<file path="src/rtl/pit_pkg.sv">
package pit_pkg;

  localparam int PIT_BYTE_W = 8;

  typedef enum logic [2:0] {
    PM_TC   = 3'b000,
    PM_RATE = 3'b010,
    PM_SQW  = 3'b011
  } pit_mode_e;

  typedef struct packed {
    logic [1:0] sel;
    logic [1:0] acc;
    logic [2:0] mode;
    logic       bcd;
  } pit_cw_t;

  localparam logic [1:0] ACC_LATCH = 2'b00;
  localparam logic [1:0] ACC_LOHI  = 2'b11;
  localparam logic [1:0] SEL_RDBK  = 2'b11;

endpackage

</file>
<file path="src/rtl/pit_cw_decode.sv">
module pit_cw_decode
  import pit_pkg::*;
#(
  parameter int CHAN_ID = 0
) (
  input  logic      cw_wr,
  input  pit_cw_t   cw,
  output logic      latch_req,
  output logic      prog_req,
  output pit_mode_e prog_mode,
  output logic      cw_bad
);

  logic ours;
  logic mode_ok;

  always_comb begin
    ours      = (cw.sel == 2'(CHAN_ID));
    mode_ok   = (cw.mode == PM_TC) || (cw.mode == PM_RATE) || (cw.mode == PM_SQW);
    prog_mode = pit_mode_e'(cw.mode);
    latch_req = 1'b0;
    prog_req  = 1'b0;
    cw_bad    = 1'b0;
    if (cw_wr) begin
      if (cw.sel == SEL_RDBK) begin
        cw_bad = 1'b1;
      end else if (ours) begin
        if (cw.acc == ACC_LATCH) begin
          latch_req = 1'b1;
        end else if (cw.acc == ACC_LOHI && !cw.bcd && mode_ok) begin
          prog_req = 1'b1;
        end else begin
          cw_bad = 1'b1;
        end
      end
    end
  end

endmodule

</file>
<file path="src/rtl/pit_counter.sv">
module pit_counter
  import pit_pkg::*;
#(
  parameter int BYTE_W = 8,
  localparam int CNT_W = 2 * BYTE_W
) (
  input  logic              clk,
  input  logic              rst_n,
  input  logic              tick,
  input  logic              prog_req,
  input  pit_mode_e         prog_mode,
  input  logic              wr_stb,
  input  logic [BYTE_W-1:0] wr_byte,
  output logic [CNT_W-1:0]  count,
  output logic              out_pin,
  output logic              running,
  output logic              wr_hi,
  output pit_mode_e         mode_q
);

  localparam logic [CNT_W-1:0] ONE  = CNT_W'(1);
  localparam logic [CNT_W-1:0] TWO  = CNT_W'(2);
  localparam logic [CNT_W-1:0] ZERO = '0;

  logic [CNT_W-1:0] period;
  logic [CNT_W-1:0] full_load;

  assign full_load = {wr_byte, count[BYTE_W-1:0]};

  always_ff @(posedge clk) begin
    if (!rst_n) begin
      count   <= ZERO;
      period  <= ZERO;
      out_pin <= 1'b0;
      running <= 1'b0;
      wr_hi   <= 1'b0;
      mode_q  <= PM_TC;
    end else begin
      if (prog_req) mode_q <= prog_mode;
      if (wr_stb) begin
        if (!wr_hi) begin
          count[BYTE_W-1:0] <= wr_byte;
          running           <= 1'b0;
          out_pin           <= 1'b0;
          wr_hi             <= 1'b1;
        end else begin
          count[CNT_W-1:BYTE_W] <= wr_byte;
          period                <= full_load;
          running               <= (full_load != ZERO);
          if (full_load != ZERO && mode_q != PM_TC) out_pin <= 1'b1;
          wr_hi <= 1'b0;
        end
      end else if (tick && running) begin
        unique case (mode_q)
          PM_TC: begin
            count <= count - ONE;
            if (count == ONE) begin
              out_pin <= 1'b1;
              running <= 1'b0;
            end
          end
          PM_RATE: begin
            if (count == ONE) begin
              count   <= period;
              out_pin <= 1'b0;
            end else begin
              count   <= count - ONE;
              out_pin <= 1'b1;
            end
          end
          PM_SQW: begin
            if (count <= TWO) begin
              count   <= period;
              out_pin <= ~out_pin;
            end else begin
              count <= count - TWO;
            end
          end
          default: count <= count;
        endcase
      end
    end
  end

endmodule

</file>
<file path="src/rtl/pit_readout.sv">
module pit_readout #(
  parameter int BYTE_W = 8,
  localparam int CNT_W = 2 * BYTE_W,
  localparam int NBYTE = CNT_W / BYTE_W
) (
  input  logic              clk,
  input  logic              rst_n,
  input  logic              latch_req,
  input  logic              rd_stb,
  input  logic [CNT_W-1:0]  live,
  output logic [BYTE_W-1:0] rd_byte,
  output logic              latched,
  output logic [CNT_W-1:0]  hold_q
);

  logic              rd_hi;
  logic [CNT_W-1:0]  src;
  logic [BYTE_W-1:0] lane [NBYTE];

  assign src = latched ? hold_q : live;

  for (genvar g = 0; g < NBYTE; g++) begin : g_lane
    assign lane[g] = src[g*BYTE_W +: BYTE_W];
  end

  assign rd_byte = rd_hi ? lane[1] : lane[0];

  // a fresh latch takes priority over a read in the same cycle
  always_ff @(posedge clk) begin
    if (!rst_n) begin
      rd_hi   <= 1'b0;
      latched <= 1'b0;
      hold_q  <= '0;
    end else if (latch_req && !latched) begin
      latched <= 1'b1;
      hold_q  <= live;
      rd_hi   <= 1'b0;
    end else if (rd_stb) begin
      if (rd_hi) begin
        rd_hi   <= 1'b0;
        latched <= 1'b0;
      end else begin
        rd_hi <= 1'b1;
      end
    end
  end

endmodule

</file>
<file path="src/rtl/pit_channel.sv">
module pit_channel
  import pit_pkg::*;
#(
  parameter int CHAN_ID = 0,
  parameter int BYTE_W  = PIT_BYTE_W
) (
  input  logic              clk,
  input  logic              rst_n,
  input  logic              cnt_tick,
  input  logic              ctrl_wr,
  input  logic [7:0]        ctrl_word,
  input  logic              data_wr,
  input  logic              data_rd,
  input  logic [BYTE_W-1:0] wr_byte,
  output logic [BYTE_W-1:0] rd_byte,
  output logic              out_pin,
  output logic              cfg_err
);

  localparam int CNT_W = 2 * BYTE_W;

  logic             latch_req;
  logic             prog_req;
  pit_mode_e        prog_mode;
  logic             cw_bad;
  logic [CNT_W-1:0] live_count;
  logic             running;
  logic             wr_hi;
  pit_mode_e        mode_q;
  logic             latched;
  logic [CNT_W-1:0] hold_q;

  pit_cw_decode #(.CHAN_ID(CHAN_ID)) u_dec (
    .cw_wr     (ctrl_wr),
    .cw        (pit_cw_t'(ctrl_word)),
    .latch_req (latch_req),
    .prog_req  (prog_req),
    .prog_mode (prog_mode),
    .cw_bad    (cw_bad)
  );

  pit_counter #(.BYTE_W(BYTE_W)) u_cnt (
    .clk       (clk),
    .rst_n     (rst_n),
    .tick      (cnt_tick),
    .prog_req  (prog_req),
    .prog_mode (prog_mode),
    .wr_stb    (data_wr),
    .wr_byte   (wr_byte),
    .count     (live_count),
    .out_pin   (out_pin),
    .running   (running),
    .wr_hi     (wr_hi),
    .mode_q    (mode_q)
  );

  pit_readout #(.BYTE_W(BYTE_W)) u_rd (
    .clk       (clk),
    .rst_n     (rst_n),
    .latch_req (latch_req),
    .rd_stb    (data_rd),
    .live      (live_count),
    .rd_byte   (rd_byte),
    .latched   (latched),
    .hold_q    (hold_q)
  );

  always_ff @(posedge clk) begin
    if (!rst_n) cfg_err <= 1'b0;
    else if (cw_bad) cfg_err <= 1'b1;
  end

endmodule

</file>
<file path="config.mk">
export PLATFORM = sky130hd
export DESIGN_NAME = pit_channel
export DESIGN_NICKNAME = d
export VERILOG_FILES = /design/src/rtl/pit_pkg.sv /design/src/rtl/pit_cw_decode.sv /design/src/rtl/pit_counter.sv /design/src/rtl/pit_readout.sv /design/src/rtl/pit_channel.sv
export SDC_FILE = /design/constraint.sdc
export NUM_CORES = 1
export LEC_CHECK = 0
export BUFFER_PORTS_ARGS = -buffer_cell sky130_fd_sc_hd__buf_4
export CELL_PAD_IN_SITES_DETAIL_PLACEMENT = 0
export CELL_PAD_IN_SITES_GLOBAL_PLACEMENT = 2
export CORE_UTILIZATION = 33
export DETAILED_ROUTE_END_ITERATION = 12
export PLACE_DENSITY = 0.79
export SKIP_CTS_REPAIR_TIMING = 1
export SLEW_MARGIN = 20
export SYNTH_ARGS = -nofsm -noshare
export SYNTH_HDL_FRONTEND = slang
export SYNTH_HIERARCHICAL = 1
export SYNTH_SLANG_ARGS = --single-unit
export TNS_END_PERCENT = 5
</file>
<file path="constraint.sdc">
create_clock -name clk -period 2.2 [get_ports clk]
set_input_delay 0.44 -clock clk [delete_from_list [all_inputs] [get_ports clk]]
set_output_delay 0.44 -clock clk [all_outputs]
set_load 0.1 [all_outputs]
</file>
==> impl_results.md, run 1 <==
* Die outline area at 11650 µm²
* TritonCTS clock tree: done
* Most frequent cell after synthesis: nand2_1
* Synthesized cell area at 3702 µm²
* Maximum root-to-sink buffer count at 2
* Total gr overflow at 0
* Kind of cell with the highest combined delay on the critical path: buffers and inverters
* Async set-reset flop share out of synthesis at 0%
* Top cells by count, synth: 84 x nand2_1, 57 x dfxtp_1, 24 x a21boi_0, 18 x nor2_1
* Number of endpoints failing setup at the final stage at 0
* Number of vias per cell at 5.425
* Distinct cell type count of the synthesized netlist at 65
* Worst slew pin tran at 0.6096 ns
* Initial antenna violation count at 0
* Largest area contributor in the netlist: dfxtp_1
* Critical path cell sequence: buf_4 > buf_4 > mux4_2 > buf_4
* DRC viols at 0
* Routed via count at 3483
* Final critical-path required period at 2.142 ns
* CP endpoint kind: output pin
* Peak supply drop at 478.6 µV
* Routed WL per cell at 17.79 µm
* Antenna cells at 0
* Placeable core region at 10890 µm²
* Wire length of the first global-routing pass at 18520 µm
* Register-to-register setup slack at 0.16 ns
* Worst Path Buf+Inv at 3
* Final net count at 524
* Commonest register cell after synthesis: dfxtp_1
* Final-layout fill cell count at 1111
* Post-detailed-placement cell area at 4250 µm²
* Post-synthesis net count at 471
* Gate Count Post-Synth at 444
* Hold slack final at 0.2813 ns
* Worst-path fanout max at 8
* Number of global-route vias before repair at 3392
* Final hold violation count at 0
* Iter 0 DRT Violations at 286
* Register area at 1145 µm²
* FMAX at 466.9 MHz
* Synth top area share at 30.82%
* Worst setup skew after layout at 0.009383 ns
* Share of layout cells above drive strength 1 at 25.30%
* Largest net degree at the start of global routing at 41
* Final cell area excluding filler cells at 4474 µm²
* Rel. slew slack at 59.26%
* Total routed wirelength at 11420 µm
* Clk pin slew, worst setup/hold paths at 0.07 ns
* PwrDens at 712.4 nW/µm²
* Half-perimeter wire length after placement at 8593 µm
* Std-Cell Rows at 38
* Slowest cell on the critical path: mux4_2
* Yosys warning total at 6
* EDFF count, synth at 0
* Post-synthesis sequential area ratio at 30.82%
* Max-capacitance violation count at 0
* Critical Setup Path Class: flip-flop to output pin
* Latest clock arrival within the worst-skew pair at 0.36 ns
* Maximum level of the CTS H-tree at 3
* Most frequent cell on the critical path: buf_4
* Data arrival time of the worst path at 1.70 ns
* DRT antenna net count at 0
* Root Buffer Master: clkbuf_8
* Launching element type of the critical path: flip-flop
* Combined global-route utilization of all metal layers at 21.33%
* Ports placed on the boundary at 32
* Number of optimization iterations in the first detailed-route pass at 5
* Clock Sink Count at 57
* LEAKAGE at 1.705 nW
* # port buffers at 31
* Final GP Congestion at 0.9192
* Final worst path period share at 97.36%
* Top cells by area in the synthesized netlist: dfxtp_1 31%, nand2_1 8.5%, a21boi_0 4.9%
* Required time at the endpoint of the critical path at 1.76 ns
* Setup repair after global routing missed its margin: false
* Clock buffers created by TritonCTS at 9
* Combined area of the multi-input logic cells at 2297 µm²
* Width of the die at 107.9 µm
* Initial Utilization at 34.00%
* Largest stage delay on the critical path at 0.46 ns
* Syn_area_per_cell at 8.339 µm²
* Worst min-delay path category: primary input to flip-flop
* Outcome: complete, no violations
* Final Slew Violations at 0
* Die Y at 107.9 µm
* Synthesis-stage register bit count at 57
* Area Overhead vs Synth at 20.85%
## flip-flops by register name (all words and copies together) (netlist names), 3 cells and up
name,flops
u_cnt/count,16
u_rd/hold_q,16
u_cnt/period,16
u_cnt/mode_q,3
## cells in the final DEF (no fill, tap or decap), drive strengths merged, types with 9 or more instances in the layout
| cell | netlist | final |
|---|---|---|
| nand3 | 15 | 15 |
| nand2 | 84 | 84 |
| nor3 | 15 | 15 |
| a21boi | 34 | 34 |
| a21oi | 16 | 16 |
| nor2 | 18 | 18 |
| nand2b | 9 | 9 |
| xnor2 | 12 | 12 |
| xor2 | 10 | 10 |
| o21ai | 21 | 21 |
| a31oi | 9 | 9 |
| clkbuf | 17 | 10 |
| buf | 22 | 81 |
| dfxtp | 57 | 57 |
## final cells by class
class | count | share of cell area, %
Clock buffer | 10 | 2.852
Clock inverter | 6 | 1.846
Sequential cell | 57 | 25.59
Multi-Input combinational cell | 341 | 51.34
Inverter | 7 | 0.5872
Timing Repair Buffer | 81 | 13.87
Tap cell | 140 | 3.915
## through the flow
step | setup TNS, ns | worst slack (ns) | power (W) | utilization, % | instances
floorplan | 0 | 0.1443 | 0.001800 | - | 444
global placement | 0 | 0.08586 | 0.002102 | 39.04 | 626
detailed placement | 0 | 0.04614 | 0.002102 | 39.04 | 626
CTS | -0.03476 | -0.01893 | 0.003204 | 40.97 | 642
global route | 0 | 0.007862 | 0.003340 | 41.09 | 642
finish | 0 | 0.05807 | 0.003188 | 41.09 | 642
## logic make-up after synthesis
group / after synthesis / synth area share, %
simple gates: 182 / 25.21
compound gates: 119 / 23.45
flops: 57 / 30.82
buf+inv: 46 / 7.401
xor+xnor: 22 / 5.204
mux: 13 / 6.218
fa+ha+maj: 5 / 1.690
## power by group
part	internal, W	switching (W)	total [W]	leakage, nW
Clock	0.000631	0.000461	0.00109	0.106
Combinational	0.000382	0.000599	0.000981	1.13
Sequential	0.00108	0.0000396	0.00111	0.465
Total	0.00209	0.00110	0.00319	1.70
## metal layers
metal	wire (µm)	vias to the layer above	part of all wire [%]	track usage, %
met5	0	-	0	0
met4	325	0	2.8	8.904
met3	566	22	5.0	5.327
met2	5178	101	45	33.29
met1	5351	1659	47	27.92
li1	-	1701	-	-
## worst paths after layout
kind / to / from / depth (start not counted)
hold reg to reg: u_rd/hold_q[11] / u_rd/hold_q[11] / 2
setup / recovery: rd_byte[5] / u_cnt/count[5] / 4
hold / removal: u_rd/latched / data_rd / 2
setup reg to reg: u_cnt/out_pin / u_cnt/count[0] / 8
## worst register-to-register path, cell delays in order (launching register included)
cell and delay (ns):
dfxtp_2 0.36, inv_1 0.06, ha_1 0.18, or2b_1 0.29
a31oi_4 0.41, buf_4 0.21, a21oi_1 0.04, o21ai_0 0.21
mux2i_1 0.21
No activity file was read; power rests on OpenSTA's default activity.
==> run 2: changes to the inputs <==
- CORE_ASPECT_RATIO: unset -> 0.9
==> impl_results.md, run 2 (synthesized netlist as in run 1, its figures left out) <==
* Path depth of the worst reg2reg path at 8 (unchanged)
* Placed cell count at 634 (was 626)
* Number of vias per cell at 5.453 (was 5.425)
* # port buffers at 31 (unchanged)
* Antenna cells at 0 (unchanged)
* Setup repair after global routing missed its margin: false (unchanged)
* Final Instance Count excl. Fillers at 649 (was 642)
* FF-to-FF Start: u_cnt/count[0] (unchanged)
* Largest registers in the final layout: u_cnt/count (16), u_cnt/period (16), u_rd/hold_q (16) (unchanged)
* Total routed wirelength at 11800 µm (was 11420 µm)
* Half-perimeter wire length after placement at 8600 µm (was 8593 µm)
* Maximum root-to-sink buffer count at 2 (unchanged)
* Root Buffer Master: clkbuf_16 (was clkbuf_8)
* Final hold violation count at 0 (unchanged)
* Largest net degree at the start of global routing at 31 (was 41)
* Area Overhead vs Synth at 24.10% (was 20.85%)
* Peak supply drop at 514.3 µV (was 478.6 µV)
* Maximum level of the CTS H-tree at 3 (unchanged)
* Final-layout fill cell count at 1102 (was 1111)
* Most common cell after layout, fill and taps aside: nand2_1 (unchanged)
* Outcome: complete, no violations (unchanged)
* Number of global-route vias before repair at 3363 (was 3392)
* Launching element type of the critical path: flip-flop (unchanged)
* Register area at 1144 µm² (was 1145 µm²)
* Ports placed on the boundary at 32 (unchanged)
* Final net count at 520 (was 524)
* Number of endpoints failing setup at the final stage at 0 (unchanged)
* FMAX at 480.8 MHz (was 466.9 MHz)
* Hold slack final at 0.3205 ns (was 0.2813 ns)
* Final GP Congestion at 0.8836 (was 0.9192)
* Latest clock arrival within the worst-skew pair at 0.33 ns (was 0.36 ns)
* Std-Cell Rows at 36 (was 38)
* PwrDens at 796.7 nW/µm² (was 712.4 nW/µm²)
* Routed via count at 3539 (was 3483)
* Critical Setup Path Class: flip-flop to output pin (unchanged)
* Total gr overflow at 0 (unchanged)
* Max-capacitance violation count at 0 (unchanged)
* DRT antenna net count at 0 (unchanged)
* Wire length of the first global-routing pass at 18730 µm (was 18520 µm)
* Register-to-register setup slack at 0.14 ns (was 0.16 ns)
* End of the worst register-to-register path: u_cnt/count[2] (was u_cnt/out_pin)
* Critical Path Source: u_rd/latched (was u_cnt/count[5])
* LEAKAGE at 1.749 nW (was 1.705 nW)
* Share of layout cells above drive strength 1 at 24.55% (was 25.30%)
* Initial antenna violation count at 0 (unchanged)
* Worst slew pin tran at 0.5043 ns (was 0.6096 ns)
* Final critical-path required period at 2.080 ns (was 2.142 ns)
* Total negative slack for setup checks at 0 ns (unchanged)
* Rel. slew slack at 66.27% (was 59.26%)
* Die Y at 102.5 µm (was 107.9 µm)
* Iter 0 DRT Violations at 283 (was 286)
* Data arrival time of the worst path at 1.64 ns (was 1.70 ns)
* Combined area of the multi-input logic cells at 2301 µm² (was 2297 µm²)
* Commonest cells after routing, fill and taps aside: 84 x nand2_1, 75 x buf_4, 55 x dfxtp_1, 23 x a21boi_0, 18 x nor2_1 (was 84 x nand2_1, 80 x buf_4, 54 x dfxtp_1, 24 x a21boi_0, 18 x nor2_1)
* Routed WL per cell at 18.19 µm (was 17.79 µm)
* Die outline area at 11650 µm² (about the same)
* TritonCTS clock tree: done (unchanged)
* Worst setup skew after layout at 0.006532 ns (was 0.009383 ns)
* Final worst path period share at 94.53% (was 97.36%)
* Required time at the endpoint of the critical path at 1.76 ns (about the same)
* Clock buffers created by TritonCTS at 9 (unchanged)
* Worst min-delay path category: primary input to flip-flop (unchanged)
* Initial Utilization at 34.11% (was 34.00%)
* Number of instances on the worst hold path at 2 (unchanged)
* Clock Sink Count at 57 (unchanged)
* CP endpoint kind: output pin (unchanged)
* Placeable core region at 10860 µm² (was 10890 µm²)
* Width of the die at 113.7 µm (was 107.9 µm)
* DRC viols at 0 (unchanged)
* Worst-path fanout max at 12 (was 8)
* Number of optimization iterations in the first detailed-route pass at 5 (unchanged)
* Critical path endpoint: rd_byte[1] (was rd_byte[5])
* Combined global-route utilization of all metal layers at 21.43% (was 21.33%)
* Clk pin slew, worst setup/hold paths at 0.05 ns (was 0.07 ns)
* Final Slew Violations at 0 (unchanged)
run 2: area by class of cell:
| cell class | count | share of cell area [%] |
|---|---|---|
| clock buffer | 13 | 5.882 |
| clock inverter | 2 | 1.307 |
| inverter | 7 | 0.5719 |
| multi-input combinational | 341 | 50.08 |
| sequential | 57 | 24.89 |
| tap | 152 | 4.139 |
| timing repair buffer | 77 | 13.13 |
run 2: worst min-delay path by stage:
stage | startpoint | to | slack, ns
global route | data_rd | u_rd/latched | 0.33
detailed placement | u_rd/hold_q[12] | u_rd/hold_q[12] | 0.45
global placement | u_rd/hold_q[12] | u_rd/hold_q[12] | 0.44
finish | data_rd | u_rd/latched | 0.32
CTS | data_rd | u_rd/latched | 0.31
floorplan | u_rd/hold_q[11] | u_rd/hold_q[11] | 0.43
run 2: report_power, final:
group,internal (W),leakage (nW),switching (W)
registers,0.00108,0.465,0.0000421
clock network,0.00108,0.162,0.000486
logic,0.000377,1.12,0.000601
total,0.00253,1.75,0.00113
run 2: per-layer routing:
layer	up-vias	part of all wire, %	GRT usage (%)
met2	116	43	32.97
li1	1693	-	-
met5	-	0	0
met3	14	5.3	4.033
met4	0	1.4	6.579
met1	1716	50	30.34
run 2: through the flow:
step	power [W]	instance area, µm²	util [%]	setup WS, ns
floorplan	0.001800	3702	-	0.1443
global placement	0.002104	4248	39.13	0.1645
detailed placement	0.002097	4248	39.13	0.1025
CTS	0.003684	4578	42.17	0.02251
global route	0.003809	4594	42.32	0.003856
finish	0.003661	4594	42.32	0.1202
run 2: critical path: stages, from the launching register on:
cell and delay [ns]:
dfxtp_1 0.30, buf_4 0.21, mux4_2 0.55, buf_4 0.25
==> run 3: changes to the inputs <==
- CORE_UTILIZATION: 33 -> 34
- CTS_BUF_LIST: unset -> sky130_fd_sc_hd__clkbuf_4
- PLACE_DENSITY: 0.79 -> 0.81
==> impl_results.md, run 3 (synthesized netlist as in run 1, its figures left out) <==
* CP endpoint kind: output pin (unchanged)
* Initial Utilization at 35.52% (was 34.11%)
* Latest clock arrival within the worst-skew pair at 0.43 ns (was 0.33 ns)
* Initial antenna violation count at 0 (unchanged)
* Max-capacitance violation count at 0 (unchanged)
* Number of global-route vias before repair at 3267 (was 3363)
* Root Buffer Master: clkbuf_4 (was clkbuf_16)
* Final Slew Violations at 0 (unchanged)
* Final hold violation count at 0 (unchanged)
* DRT antenna net count at 0 (unchanged)
* Combined area of the multi-input logic cells at 2287 µm² (was 2301 µm²)
* Data arrival time of the worst path at 1.71 ns (was 1.64 ns)
* DRC viols at 3 (was 0)
* Share of layout cells above drive strength 1 at 24.90% (was 24.55%)
* Maximum level of the CTS H-tree at 3 (unchanged)
* Iter 0 DRT Violations at 398 (was 283)
* Ports placed on the boundary at 32 (unchanged)
* Std-Cell Rows at 35 (was 36)
* Setup repair after global routing missed its margin: true (was false)
* # port buffers at 31 (unchanged)
* Violated checks: DRC
* Number of endpoints failing setup at the final stage at 0 (unchanged)
* Largest registers in the final layout: u_cnt/count (16), u_cnt/period (16), u_rd/hold_q (16) (unchanged)
* End of the worst register-to-register path: u_cnt/count[8] (was u_cnt/count[2])
* Clock Sink Count at 57 (unchanged)
* Met3 track demand over resource in global routing at 4.630% (was 4.033%)
* Final worst path period share at 97.72% (was 94.53%)
* Rel. slew slack at 56.98% (was 66.27%)
* Worst setup skew after layout at 0.007304 ns (was 0.006532 ns)
* Area Overhead vs Synth at 18.08% (was 24.10%)
* TritonCTS clock tree: done (unchanged)
* Final critical-path required period at 2.150 ns (was 2.080 ns)
* Worst slew pin tran at 0.6438 ns (was 0.5043 ns)
* Routing layer with the top usage in global route: met2 (unchanged)
* Critical Setup Path Class: flip-flop to output pin (unchanged)
* Worst min-delay path category: primary input to flip-flop (unchanged)
* Endpoint with the worst hold slack: u_rd/latched (unchanged)
* PwrDens at 634.0 nW/µm² (was 796.7 nW/µm²)
* Die Y at 101.0 µm (was 102.5 µm)
* Required time at the endpoint of the critical path at 1.76 ns (about the same)
* Routed via count at 3569 (was 3539)
* Hold path startpoint: data_rd (unchanged)
* LEAKAGE at 1.660 nW (was 1.749 nW)
* Routed WL per cell at 18.55 µm (was 18.19 µm)
* Antenna cells at 0 (unchanged)
* FF-to-FF Start: u_cnt/count[5] (was u_cnt/count[0])
* Utilization after layout at 41.94% (was 42.32%)
* Combined global-route utilization of all metal layers at 21.52% (was 21.43%)
* FMAX at 465.1 MHz (was 480.8 MHz)
* Met2 track demand over resource in global routing at 32.73% (was 32.97%)
* Clock buffers created by TritonCTS at 9 (unchanged)
* Number of instances on the worst hold path at 2 (unchanged)
* Hold slack final at 0.1985 ns (was 0.3205 ns)
* Number of vias per cell at 5.656 (was 5.453)
* Final net count at 524 (was 520)
* Met1 Track Usage GR at 30.22% (was 30.34%)
* Clk pin slew, worst setup/hold paths at 0.11 ns (was 0.05 ns)
* Maximum root-to-sink buffer count at 2 (unchanged)
* Largest net degree at the start of global routing at 41 (was 31)
* Commonest cells after routing, fill and taps aside: 84 x nand2_1, 74 x buf_4, 55 x dfxtp_1, 24 x a21boi_0, 18 x nor2_1 (was 84 x nand2_1, 75 x buf_4, 55 x dfxtp_1, 23 x a21boi_0, 18 x nor2_1)
* Path depth of the worst reg2reg path at 6 (was 8)
* Launching element type of the critical path: flip-flop (unchanged)
* Total routed wirelength at 11700 µm (was 11800 µm)
* Register area at 1144 µm² (unchanged)
* Register-to-register setup slack at 0.10 ns (was 0.14 ns)
* Worst-path fanout max at 7 (was 12)
* Die outline area at 11310 µm² (was 11650 µm²)
* Total gr overflow at 0 (unchanged)
* Total Power at 0.002772 W (was 0.003661 W)
* Number of optimization iterations in the first detailed-route pass at 9 (was 5)
* Outcome: complete, but fails checks (was complete, no violations)
* Most common cell after layout, fill and taps aside: nand2_1 (unchanged)
* Final-layout fill cell count at 1099 (was 1102)
* Peak supply drop at 299.1 µV (was 514.3 µV)
* Final GP Congestion at 0.9172 (was 0.8836)
* Placeable core region at 10420 µm² (was 10860 µm²)
* Wire length of the first global-routing pass at 18390 µm (was 18730 µm)
* Width of the die at 112.0 µm (was 113.7 µm)
* Half-perimeter wire length after placement at 8493 µm (was 8600 µm)
-- run 3: report_power, final --
part	total (W)	internal, W	switching (W)
clock	0.000671	0.000236	0.000435
combinational	0.000985	0.000388	0.000596
sequential	0.00112	0.00107	0.0000418
total	0.00277	0.00170	0.00107
-- run 3: per-stage QoR --
| stage | TNS (ns) | cell area (µm²) | std cells | setup WS (ns) |
|---|---|---|---|---|
| 3_3_place_gp | 0 | 4237 | 615 | 0.1413 |
| 3_5_place_dp | 0 | 4237 | 615 | 0.1159 |
| 4_1_cts | -0.1047 | 4347 | 631 | -0.02588 |
| 6_report | 0 | 4372 | 631 | 0.05006 |
| 2_1_floorplan | 0 | 3702 | 444 | 0.1443 |
| 5_1_grt | -0.003182 | 4372 | 631 | -0.003182 |
-- run 3: final cells by class --
| type | count | area share (%) |
|---|---|---|
| repair buffers | 81 | 14.71 |
| well taps | 129 | 3.692 |
| flip-flops and latches | 57 | 26.16 |
| clock inverters | 6 | 0.8014 |
| inverters | 7 | 0.6010 |
| multi-input cells | 341 | 52.32 |
| clock buffers | 10 | 1.717 |
-- run 3: worst max-delay path by stage --
stage,to,start
2_1_floorplan,u_cnt/count[8],u_cnt/count[0]
3_3_place_gp,u_cnt/out_pin,u_cnt/count[0]
3_5_place_dp,u_cnt/count[8],u_cnt/count[1]
4_1_cts,rd_byte[6],u_rd/rd_hi
5_1_grt,u_cnt/count[8],u_cnt/count[0]
6_report,rd_byte[3],u_cnt/count[11]
-- run 3: worst max-delay path, stage by stage (launching register included) --
cell and delay, ns:
dfxtp_1 0.39, buf_4 0.20, mux4_2 0.49, buf_6 0.20
-- run 3: per-layer routing --
layer	vias up	part of all wire, %
met5	-	0
met4	0	1.9
met3	24	6.4
met2	142	43
met1	1702	49
li1	1701	-
